**config.mk**
```make
export PLATFORM = sky130hd
export DESIGN_NAME = tel_eom_len
export DESIGN_NICKNAME = d
export VERILOG_FILES = /design/src/rtl/tel_eom_pkg.sv /design/src/rtl/tel_len_reg.sv /design/src/rtl/tel_crit_dec.sv /design/src/rtl/tel_bit_cnt.sv /design/src/rtl/tel_eom_len.sv
export SDC_FILE = /design/constraint.sdc
export NUM_CORES = 1
export LEC_CHECK = 0
export BUFFER_PORTS_ARGS = -buffer_cell sky130_fd_sc_hd__buf_2
export CORE_ASPECT_RATIO = 0.6
export CORE_MARGIN = 2
export CORE_UTILIZATION = 34
export CTS_CLUSTER_SIZE = 14
export DETAILED_ROUTE_END_ITERATION = 6
export PLACE_DENSITY_LB_ADDON = 0.25
export REMOVE_ABC_BUFFERS = 1
export SETUP_SLACK_MARGIN = 0.05
export SYNTH_ARGS = -nofsm -noshare
export SYNTH_HDL_FRONTEND = slang
export SYNTH_HIERARCHICAL = 1
export SYNTH_SLANG_ARGS = --single-unit
```
**constraint.sdc**
```tcl
create_clock -name clk -period 5.2 [get_ports clk]
set_input_delay 0 -clock clk [delete_from_list [all_inputs] [get_ports clk]]
set_output_delay 0 -clock clk [all_outputs]
set_load 0.1 [all_outputs]
```
**src/rtl/tel_eom_pkg.sv**
```systemverilog
package tel_eom_pkg;
  localparam int LEN_W = 8;
  localparam int SEL_W = 2;
  localparam logic [SEL_W-1:0] CRIT_DATA_LEN = 2'd1;
endpackage

```
**src/rtl/tel_len_reg.sv**
```systemverilog
module tel_len_reg #(
  parameter int W = 8
) (
  input  logic         clk,
  input  logic         rst,
  input  logic         we,
  input  logic [W-1:0] wdata,
  output logic [W-1:0] q
);
  always_ff @(posedge clk) begin
    if (rst)     q <= '0;
    else if (we) q <= wdata;
  end
endmodule

```
**src/rtl/tel_crit_dec.sv**
```systemverilog
module tel_crit_dec #(
  parameter int                SW  = 2,
  parameter logic [SW-1:0]     SEL = '0
) (
  input  logic [SW-1:0] sel,
  output logic          hit
);
  always_comb hit = (sel == SEL);
endmodule

```
**src/rtl/tel_bit_cnt.sv**
```systemverilog
module tel_bit_cnt #(
  parameter int W = 8
) (
  input  logic         clk,
  input  logic         rst,
  input  logic         arm_en,
  input  logic         tsi,
  input  logic         bit_stb,
  input  logic [W-1:0] load_val,
  output logic         active,
  output logic         done
);
  logic [W-1:0] remain;
  logic         last_bit;

  always_comb last_bit = (remain == '0);

  always_ff @(posedge clk) begin
    if (rst) begin
      active <= 1'b0;
      remain <= '0;
      done   <= 1'b0;
    end else begin
      done <= 1'b0;
      if (tsi) begin
        active <= arm_en;
        remain <= load_val;
      end else if (active && bit_stb) begin
        if (last_bit) begin
          active <= 1'b0;
          done   <= arm_en;
        end else begin
          remain <= remain - 1'b1;
        end
      end
    end
  end
endmodule

```
**src/rtl/tel_eom_len.sv**
```systemverilog
module tel_eom_len
  import tel_eom_pkg::*;
#(
  parameter int LW = LEN_W,
  parameter int SW = SEL_W
) (
  input  logic          clk,
  input  logic          rst,
  input  logic          bit_vld,
  input  logic          tsi_found,
  input  logic          len_we,
  input  logic [LW-1:0] len_wdata,
  input  logic [SW-1:0] crit_sel,
  output logic          eom_pulse,
  output logic          busy
);
  logic [LW-1:0] len_q;
  logic          len_mode;

  tel_len_reg #(.W(LW)) u_len (
    .clk(clk), .rst(rst), .we(len_we), .wdata(len_wdata), .q(len_q)
  );

  tel_crit_dec #(.SW(SW), .SEL(SW'(CRIT_DATA_LEN))) u_dec (
    .sel(crit_sel), .hit(len_mode)
  );

  tel_bit_cnt #(.W(LW)) u_cnt (
    .clk(clk), .rst(rst), .arm_en(len_mode), .tsi(tsi_found),
    .bit_stb(bit_vld), .load_val(len_q), .active(busy), .done(eom_pulse)
  );
endmodule

```
==> results.sh, run 1 <==
export IMPL_status="complete, no violations"
export IMPL_fin_ws_ns=3.36
export IMPL_clock_skew_ns=0.000776
export IMPL_n_antenna_cell=0
export IMPL_layout_commonest_cell="dfxtp_1"
export IMPL_core_um2=2540
export IMPL_slew_headroom=0.477
export IMPL_timing_final_crit_period_ns=1.84
export IMPL_muxShareOfSynthArea=0.0871
export IMPL_htree_levels=1
export IMPL_synth_top_family_by_area="simple AND/OR/NAND/NOR gates"
export IMPL_num_rows=14
export IMPL_cp_depth=3
export IMPL_pre_cts_ws_ns=3.44
export IMPL_numCtsBuffers=3
export IMPL_powerDensity_nw_per_um2=279
export IMPL_nets=137
export IMPL_crit_path_max_incr_delay_ns=0.54
export IMPL_arrival_ns=1.99
export IMPL_drt_iter0_drc=58
export IMPL_pwr_share_clk=0.369
export IMPL_fill_cells=252
export IMPL_cts_sinks=18
export IMPL_min_path_type="input pin to flip-flop"
export IMPL_fin_crit_sh=0.354
export IMPL_synthesis_area_um2=920
export IMPL_seq_power_share=0.482
export IMPL_report_final_setup_viol=0
export IMPL_ctsResizeCount=0
export IMPL_avgSynthCellArea_um2=9.48
export IMPL_track_usage=0.144
export IMPL_cp_num_buf_inv=0
export IMPL_crit_type="flip-flop to flip-flop"
export IMPL_synthFlopType="dfxtp_1"
export IMPL_totalWireLength_mm=2.11
export IMPL_ys_ff_latch=18
export IMPL_firstDrtPassIters=4
export IMPL_clkTransAtPathRegs_ns=0.07
export IMPL_hold_buffers=7
export IMPL_maxCapViolCount=0
export IMPL_whs_path_depth=3
export IMPL_synth_distinct_cells=36
export IMPL_finalMaxSlewViolations=0
export IMPL_switching_share=0.253
export IMPL_io_buffers=16
export IMPL_synthAdderAreaFrac=0.0272
export IMPL_cp_required_ns=5.35
export IMPL_fp_dieArea_um2=3150
export IMPL_grt_ovfl_total=0
export IMPL_die_y_um=44.3
export IMPL_fmax_mhz=544
export IMPL_slowest_stage="or3_1"
export IMPL_switching_power_mw=0.0788
export IMPL_syn_inst=97
export IMPL_layout_cells_most_common_list="dfxtp_1 (18), buf_2 (16), nor2_1 (12), mux2i_1 (8), dlygate4sd3_1 (7)"
export IMPL_synth_compound_area_frac=0.158
export IMPL_p_leak_nw=0.454
export IMPL_cp_cell_sequence="or3_1 -> or4_1 -> a311oi_1"
export IMPL_synth_xor_area_share=0
export IMPL_regArea_um2=360
export IMPL_worst_slew_pin_slew_ns=0.773
export IMPL_grt_antenna_before_repair=0
export IMPL_grt_pass1_vias=753
export IMPL_dp_hpwl_mm=1.47
export IMPL_wl_per_cell_um=14.0
export IMPL_cts_buffer_depth=2
export IMPL_finalHoldViolCount=0
export IMPL_synth_simple_gate_area_share=0.269
export IMPL_multiInputGateArea_um2=498
export IMPL_drive_gt1_frac=0.202
export IMPL_synth_edff_count=0
export IMPL_cts_tree="yes"
export IMPL_setup_tns_ns=0
export IMPL_combPwrFrac=0.148
export IMPL_ioPinCount=17
export IMPL_vias_per_cell=5.50
export IMPL_setup_worst_path_start_class="flip-flop"
export IMPL_initial_core_util=0.362
export IMPL_vias=830
export IMPL_rsz0062_at_grt="false"
export IMPL_die_w_um=71.1
export IMPL_area_growth_pct=21.2
export IMPL_internal_power_mw=0.232
export IMPL_ant_nets=0
export IMPL_grt_pass1_wl_mm=3.49
export IMPL_drc_errors=0
export IMPL_grt_max_degree=23
export IMPL_cts_setup_buffers=0
export IMPL_synthArstFlopShare=0
export IMPL_reg2reg_depth=3
export IMPL_yosys_warnings=6
export IMPL_gp_congestion=0.846
export IMPL_clock_latency_ns=0.25
export IMPL_ir_worst_vdd_mv=0.142
export IMPL_end_kind="flip-flop"
export IMPL_cts_root_buf="clkbuf_8"
export IMPL_ys_seq_area_frac=0.392
export IMPL_crit_fanout=10
export IMPL_crit_family="simple AND/OR/NAND/NOR gates"
## flip-flops by register name, summed over array words and instances (netlist names)
register      cells
u_cnt/remain      8
u_len/q           8
u_cnt/active      1
u_cnt/done        1
## synthesized netlist by cell type (2+ instances only)
cell type | instances | area share
dfxtp_1 | 18 | 0.39
nor2_1 | 12 | 0.049
mux2i_1 | 8 | 0.087
nand3_1 | 5 | 0.027
nor3_1 | 5 | 0.027
nand2_1 | 4 | 0.016
buf_6 | 3 | 0.037
inv_1 | 3 | 0.012
o211ai_1 | 3 | 0.024
or3_1 | 3 | 0.020
or4_1 | 3 | 0.024
a311oi_1 | 2 | 0.019
a31oi_1 | 2 | 0.014
ha_1 | 2 | 0.027
o21ai_0 | 2 | 0.011
o311ai_0 | 2 | 0.019
## cell type report
type                    count  share of cell area
multi-input cells          71               0.447
flip-flops and latches     18               0.323
repair buffers             23               0.135
clock buffers               4              0.0494
well taps                  32              0.0359
inverters                   3              0.0101
## cells by family (layout without fill, tap and decap cells)
kind of cell / after synthesis / in the layout
multiplexers: 8 / 8
AO/OA/AOI/OAI: 18 / 18
buffers and inverters: 8 / 30
adder cells (fa/ha/maj): 2 / 2
AND/OR/NAND/NOR: 43 / 43
flip-flops: 18 / 18
## through the flow
step                      utilization  hold WS, ns  total power [mW]  cells  area, um2
after floorplan                     -       0.0694             0.177     92        870
after global placement          0.390        0.233             0.194    140        990
after detailed placement        0.390        0.244             0.195    140        990
after CTS                       0.439      0.00168             0.315    151       1110
after global routing            0.439      0.00119             0.328    151       1110
final                           0.439      0.00580             0.311    151       1110
## metal layers
layer / vias up / GRT usage / wire length, um
li1: 412 / - / -
met1: 385 / 0.211 / 1050
met2: 33 / 0.204 / 884
met3: 0 / 0.0478 / 171
met4: 0 / 0.0340 / 0
met5: - / 0 / 0
## power by group through the flow
stage	Clock, mW	Sequential [mW]	Combinational, mW
6_report	0.115	0.150	0.0461
4_1_cts	0.120	0.150	0.0455
5_1_grt	0.126	0.151	0.0510
2_1_floorplan	0	0.154	0.0233
3_5_place_dp	0	0.153	0.0415
3_3_place_gp	0	0.153	0.0413
## worst paths after layout
kind                        start              end  slack (ns)
setup / recovery  u_cnt/remain[2]  u_cnt/remain[5]        3.36
hold / removal       len_wdata[5]       u_len/q[5]       0.006
setup reg to reg  u_cnt/remain[2]  u_cnt/remain[5]        3.36
hold reg to reg        u_len/q[6]  u_cnt/remain[6]        0.49
## worst min-delay path: cells and delay by family
| kind | cells | cell delay (ns) |
|---|---|---|
| buf+inv | 1 | 0.07 |
| mux | 1 | 0.06 |
| simple gates | 1 | 0.09 |
No activity file was read; power rests on OpenSTA's default activity.
==> run 2, diff against run 1 <==
==> constraint.sdc (replaced) <==
create_clock -name clk -period 1.9 [get_ports clk]
set_input_delay 0 -clock clk [delete_from_list [all_inputs] [get_ports clk]]
set_output_delay 0 -clock clk [all_outputs]
set_load 0.1 [all_outputs]
==> run 2 against run 1 <==
Against the previous run:
- flip-flop and latch count did not move
- power grew to 2.7 times the previous value
- sequential power increased to 2.7 times the previous value
- wire length decreased by 1.9%
- cell area increased by 2.5%
- cell count up 1.3%
- global-route usage rose by 0.057 points
- combinational power grew to 2.9 times the previous value
- clock skew grew 0.0025 ns
==> results.sh, run 2 (synthesis gave the netlist of run 1 again) <==
export IMPL_status="complete, no violations"
export IMPL_htree_levels=1
export IMPL_dp_hpwl_mm=1.46
export IMPL_reg_top3="u_cnt/remain x8, u_len/q x8"
export IMPL_dp_cells=141
export IMPL_grt_pass1_vias=717
export IMPL_whs_path_depth=4
export IMPL_finalHoldViolCount=0
export IMPL_drive_gt1_frac=0.215
export IMPL_cts_buffer_depth=2
export IMPL_nets=139
export IMPL_fmax_mhz=572
export IMPL_io_buffers=16
export IMPL_cts_tree="yes"
export IMPL_cp_cell_sequence="or3_1 -> or4_1 -> a311oi_1"
export IMPL_crit_type="flip-flop to flip-flop"
export IMPL_cts_root_buf="clkbuf_8"
export IMPL_ir_worst_vdd_mv=0.405
export IMPL_clock_skew_ns=0.00323
export IMPL_cp_depth=3
export IMPL_n_antenna_cell=0
export IMPL_slowest_stage="or3_1"
export IMPL_grt_ovfl_total=0
export IMPL_reg2reg_depth=3
export IMPL_rsz0062_at_grt="false"
export IMPL_fin_crit_sh=0.920
export IMPL_clkTransAtPathRegs_ns=0.07
export IMPL_fill_cells=247
export IMPL_track_usage=0.145
export IMPL_p_leak_nw=0.469
export IMPL_layout_commonest_cell="dfxtp_1"
export IMPL_ioPinCount=17
export IMPL_setup_tns_ns=0
export IMPL_design_area_um2=1140
export IMPL_vias_per_cell=5.41
export IMPL_report_final_setup_viol=0
export IMPL_crit_fanout=10
export IMPL_wl_per_cell_um=13.5
export IMPL_firstDrtPassIters=4
export IMPL_fin_cells=153
export IMPL_cp_required_ns=2.07
export IMPL_powerDensity_nw_per_um2=744
export IMPL_die_w_um=71.1
export IMPL_maxCapViolCount=0
export IMPL_core_um2=2540
export IMPL_cts_sinks=18
export IMPL_fin_hold_ws_ns=0.0280
export IMPL_crit_path_max_incr_delay_ns=0.54
export IMPL_ant_nets=0
export IMPL_drt_iter0_drc=52
export IMPL_die_y_um=44.3
export IMPL_crit_family="simple AND/OR/NAND/NOR gates"
export IMPL_grt_pass1_wl_mm=3.42
export IMPL_min_path_type="input pin to flip-flop"
export IMPL_totalWireLength_mm=2.07
export IMPL_fp_dieArea_um2=3150
export IMPL_gp_congestion=0.822
export IMPL_finalMaxSlewViolations=0
export IMPL_drc_errors=0
export IMPL_vias=827
export IMPL_grt_max_degree=23
export IMPL_timing_final_crit_period_ns=1.75
export IMPL_numCtsBuffers=3
export IMPL_cp_num_buf_inv=0
export IMPL_setup_worst_path_start_class="flip-flop"
export IMPL_end_kind="flip-flop"
export IMPL_num_rows=14
export IMPL_clock_latency_ns=0.25
export IMPL_cts_setup_buffers=0
export IMPL_worst_slew_pin_slew_ns=0.478
export IMPL_area_growth_pct=24.2
export IMPL_slew_headroom=0.680
export IMPL_grt_antenna_before_repair=0
export IMPL_arrival_ns=1.91
export IMPL_initial_core_util=0.362
export IMPL_placed_area_um2=997
export IMPL_layout_cells_most_common_list="dfxtp_1 (18), buf_2 (16), nor2_1 (12), dlygate4sd3_1 (8), mux2i_1 (8)"
==> run 2: worst register-to-register path: cells and delay by family, from the launching register on <==
family | cells | cell delay [ns]
AND/OR/NAND/NOR | 2 | 1.05
AO/OA/AOI/OAI | 1 | 0.26
flip-flops | 1 | 0.36
==> run 2: repair_timing <==
item	CTS	global route
setup endpoints to repair	0	4
hold buffers	8	0
resized for setup	0	2
hold endpoints to repair	8	0
==> run 2: area by class of cell <==
cell class	instances	area, um2	area share
Clock buffer	4	55.1	0.0482
Inverter	3	11.3	0.00986
Multi-Input combinational cell	71	508	0.445
Tap cell	32	40.0	0.0350
Timing Repair Buffer	25	168	0.147
Sequential cell	18	360	0.315
==> run 2: per-layer routing <==
metal | vias to the layer above | routed length (um) | global-route usage | share of wire
met5 | - | 0 | 0 | 0
met4 | 0 | 38 | 0.0792 | 0.018
met3 | 5 | 176 | 0.0433 | 0.085
met2 | 36 | 803 | 0.185 | 0.39
met1 | 368 | 1050 | 0.213 | 0.51
li1 | 418 | - | - | -
==> run 2: metrics by stage <==
stage           util  power (mW)  setup WS (ns)
3_5_place_dp   0.393       0.533          0.127
3_3_place_gp   0.393       0.532          0.143
2_1_floorplan      -       0.484         -0.362
5_1_grt        0.450       0.892         0.0980
4_1_cts        0.446       0.859          0.111
6_report       0.450       0.850          0.152
==> run 2: path summary, 6_finish.rpt <==
| path | from | slack, ns | to |
|---|---|---|---|
| setup / recovery | u_cnt/remain[2] | 0.15 | u_cnt/remain[5] |
| hold / removal | crit_sel[1] | 0.03 | u_cnt/done |
| setup reg to reg | u_cnt/remain[2] | 0.15 | u_cnt/remain[5] |
| hold reg to reg | u_len/q[6] | 0.49 | u_cnt/remain[6] |
==> run 2: power breakdown <==
part	internal, mW	leakage, nW	switching, mW
logic	0.0607	0.293	0.0709
registers	0.396	0.148	0.0150
clock network	0.184	0.0288	0.123
total	0.641	0.469	0.209
==> run 3, diff against run 2 <==
==> constraint.sdc (replaced) <==
create_clock -name clk -period 1.4 [get_ports clk]
set_input_delay 0 -clock clk [delete_from_list [all_inputs] [get_ports clk]]
set_output_delay 0 -clock clk [all_outputs]
set_load 0.1 [all_outputs]
==> run 3 against run 2 <==
Against the previous run:
- the run now ends with setup timing left
- combinational power rose by 83%
- sequential power rose by 35%
- register-to-register slack got worse by 0.39 ns
- via count rose by 11%
- non-clock buffer count rose by 14
- cell area rose by 14%
- power rose by 45%
- die area did not move
- count of clock-buffer cells in the layout did not move
- critical endpoint unchanged
- largest cell class unchanged
==> results.sh, run 3 (synthesis gave the netlist of run 1 again) <==
export IMPL_setup_worst_path_start_class="flip-flop"
export IMPL_maxCapViolCount=0
export IMPL_fin_ws_ns=-0.239
export IMPL_worst_slew_pin_slew_ns=0.529
export IMPL_drive_gt1_frac=0.370
export IMPL_fin_crit_sh=1.17
export IMPL_crit_fanout=6
export IMPL_drt_iter0_drc=88
export IMPL_num_rows=14
export IMPL_end_kind="flip-flop"
export IMPL_ioPinCount=17
export IMPL_grt_antenna_before_repair=0
export IMPL_die_y_um=44.3
export IMPL_cts_root_buf="clkbuf_8"
export IMPL_ir_worst_vdd_mv=0.480
export IMPL_initial_core_util=0.362
export IMPL_cp_required_ns=1.57
export IMPL_regArea_um2=363
export IMPL_timing_final_crit_period_ns=1.64
export IMPL_grt_max_degree=15
export IMPL_htree_levels=1
export IMPL_powerDensity_nw_per_um2=944
export IMPL_crit_family="simple AND/OR/NAND/NOR gates"
export IMPL_status="finished with violations"
export IMPL_placed_area_um2=1100
export IMPL_fmax_mhz=610
export IMPL_finalHoldViolCount=0
export IMPL_reg_top3="u_cnt/remain x8, u_len/q x8"
export IMPL_cts_setup_buffers=0
export IMPL_vias=914
export IMPL_nets=153
export IMPL_cp_cell_sequence="or4bb_4 -> or4_1 -> a311oi_1"
export IMPL_totalWireLength_mm=2.43
export IMPL_area_growth_pct=41.6
export IMPL_fin_total_pwr_mw=1.23
export IMPL_crit_type="flip-flop to flip-flop"
export IMPL_finalMaxSlewViolations=0
export IMPL_grt_pass1_vias=836
export IMPL_design_area_um2=1300
export IMPL_vias_per_cell=5.47
export IMPL_slowest_stage="or4bb_4"
export IMPL_cts_sinks=18
export IMPL_layout_cells_most_common_list="buf_2 (16), dfxtp_1 (16), buf_4 (15), nor2_1 (12)"
export IMPL_drc_errors=0
export IMPL_core_um2=2540
export IMPL_fp_dieArea_um2=3150
export IMPL_numCtsBuffers=3
export IMPL_violations="setup timing"
export IMPL_clock_skew_ns=0.00822
export IMPL_cts_tree="yes"
export IMPL_cp_num_buf_inv=0
export IMPL_pre_cts_ws_ns=-0.371
export IMPL_gp_congestion=0.883
export IMPL_clkTransAtPathRegs_ns=0.08
export IMPL_firstDrtPassIters=4
export IMPL_dp_hpwl_mm=1.77
export IMPL_wl_per_cell_um=14.5
export IMPL_arrival_ns=1.81
export IMPL_slew_headroom=0.645
export IMPL_report_final_setup_viol=10
export IMPL_ant_nets=0
export IMPL_multiInputGateArea_um2=561
export IMPL_clock_latency_ns=0.26
export IMPL_n_antenna_cell=0
export IMPL_die_w_um=71.1
export IMPL_fill_cells=238
export IMPL_cts_buffer_depth=2
export IMPL_min_path_type="input pin to flip-flop"
export IMPL_grt_ovfl_total=0
export IMPL_fin_util=0.513
export IMPL_track_usage=0.166
export IMPL_io_buffers=16
export IMPL_crit_path_max_incr_delay_ns=0.58
export IMPL_rsz0062_at_grt="true"
export IMPL_p_leak_nw=0.557
export IMPL_grt_pass1_wl_mm=3.98
[run 3: final timing paths]
| check | startpoint | endpoint | slack [ns] | cells past startpoint |
|---|---|---|---|---|
| max | u_cnt/remain[1] | u_cnt/remain[5] | -0.24 | 3 |
| min | crit_sel[1] | u_cnt/done | 0.04 | 4 |
| max reg2reg | u_cnt/remain[1] | u_cnt/remain[5] | -0.24 | 3 |
| min reg2reg | u_len/q[7] | u_cnt/remain[7] | 0.50 | 1 |
[run 3: cell type report]
class	count	share of cell area
multi-input cells	71	0.430
repair buffers	39	0.209
inverters	3	0.00865
flip-flops and latches	18	0.279
clock buffers	4	0.0423
well taps	32	0.0307
[run 3: report_power, final]
| group | internal [mW] | switching, mW | leakage (nW) |
|---|---|---|---|
| clock network | 0.250 | 0.181 | 0.0288 |
| registers | 0.538 | 0.0186 | 0.149 |
| logic | 0.123 | 0.119 | 0.380 |
| total | 0.911 | 0.318 | 0.557 |
[run 3: repair_timing]
item,in CTS,in global routing
endpoints found under the hold margin,8,0
gates resized for setup,8,6
hold buffers,8,0
endpoints found under the setup margin,10,10
pin swaps,5,4
[run 3: stage by stage]
step | setup TNS (ns) | std cells | hold slack, ns
after floorplan | -4.44 | 92 | 0.0694
after global placement | -2.38 | 155 | 0.234
after detailed placement | -3.10 | 155 | 0.243
after CTS | -1.57 | 167 | 0.0405
after global routing | -1.81 | 167 | 0.0443
final | -1.29 | 167 | 0.0352
[run 3: metal layers]
layer  GRT usage  wire (um)
met1       0.239       1200
met2       0.241        990
met3      0.0524        208
met4      0.0415         22
met5           0          0
[run 3: tightest hold or removal path, cell delays in order]
cell and delay (ns):
buf_2 0.10, nor2b_4 0.04, nand3_1 0.07, nor3_2 0.04
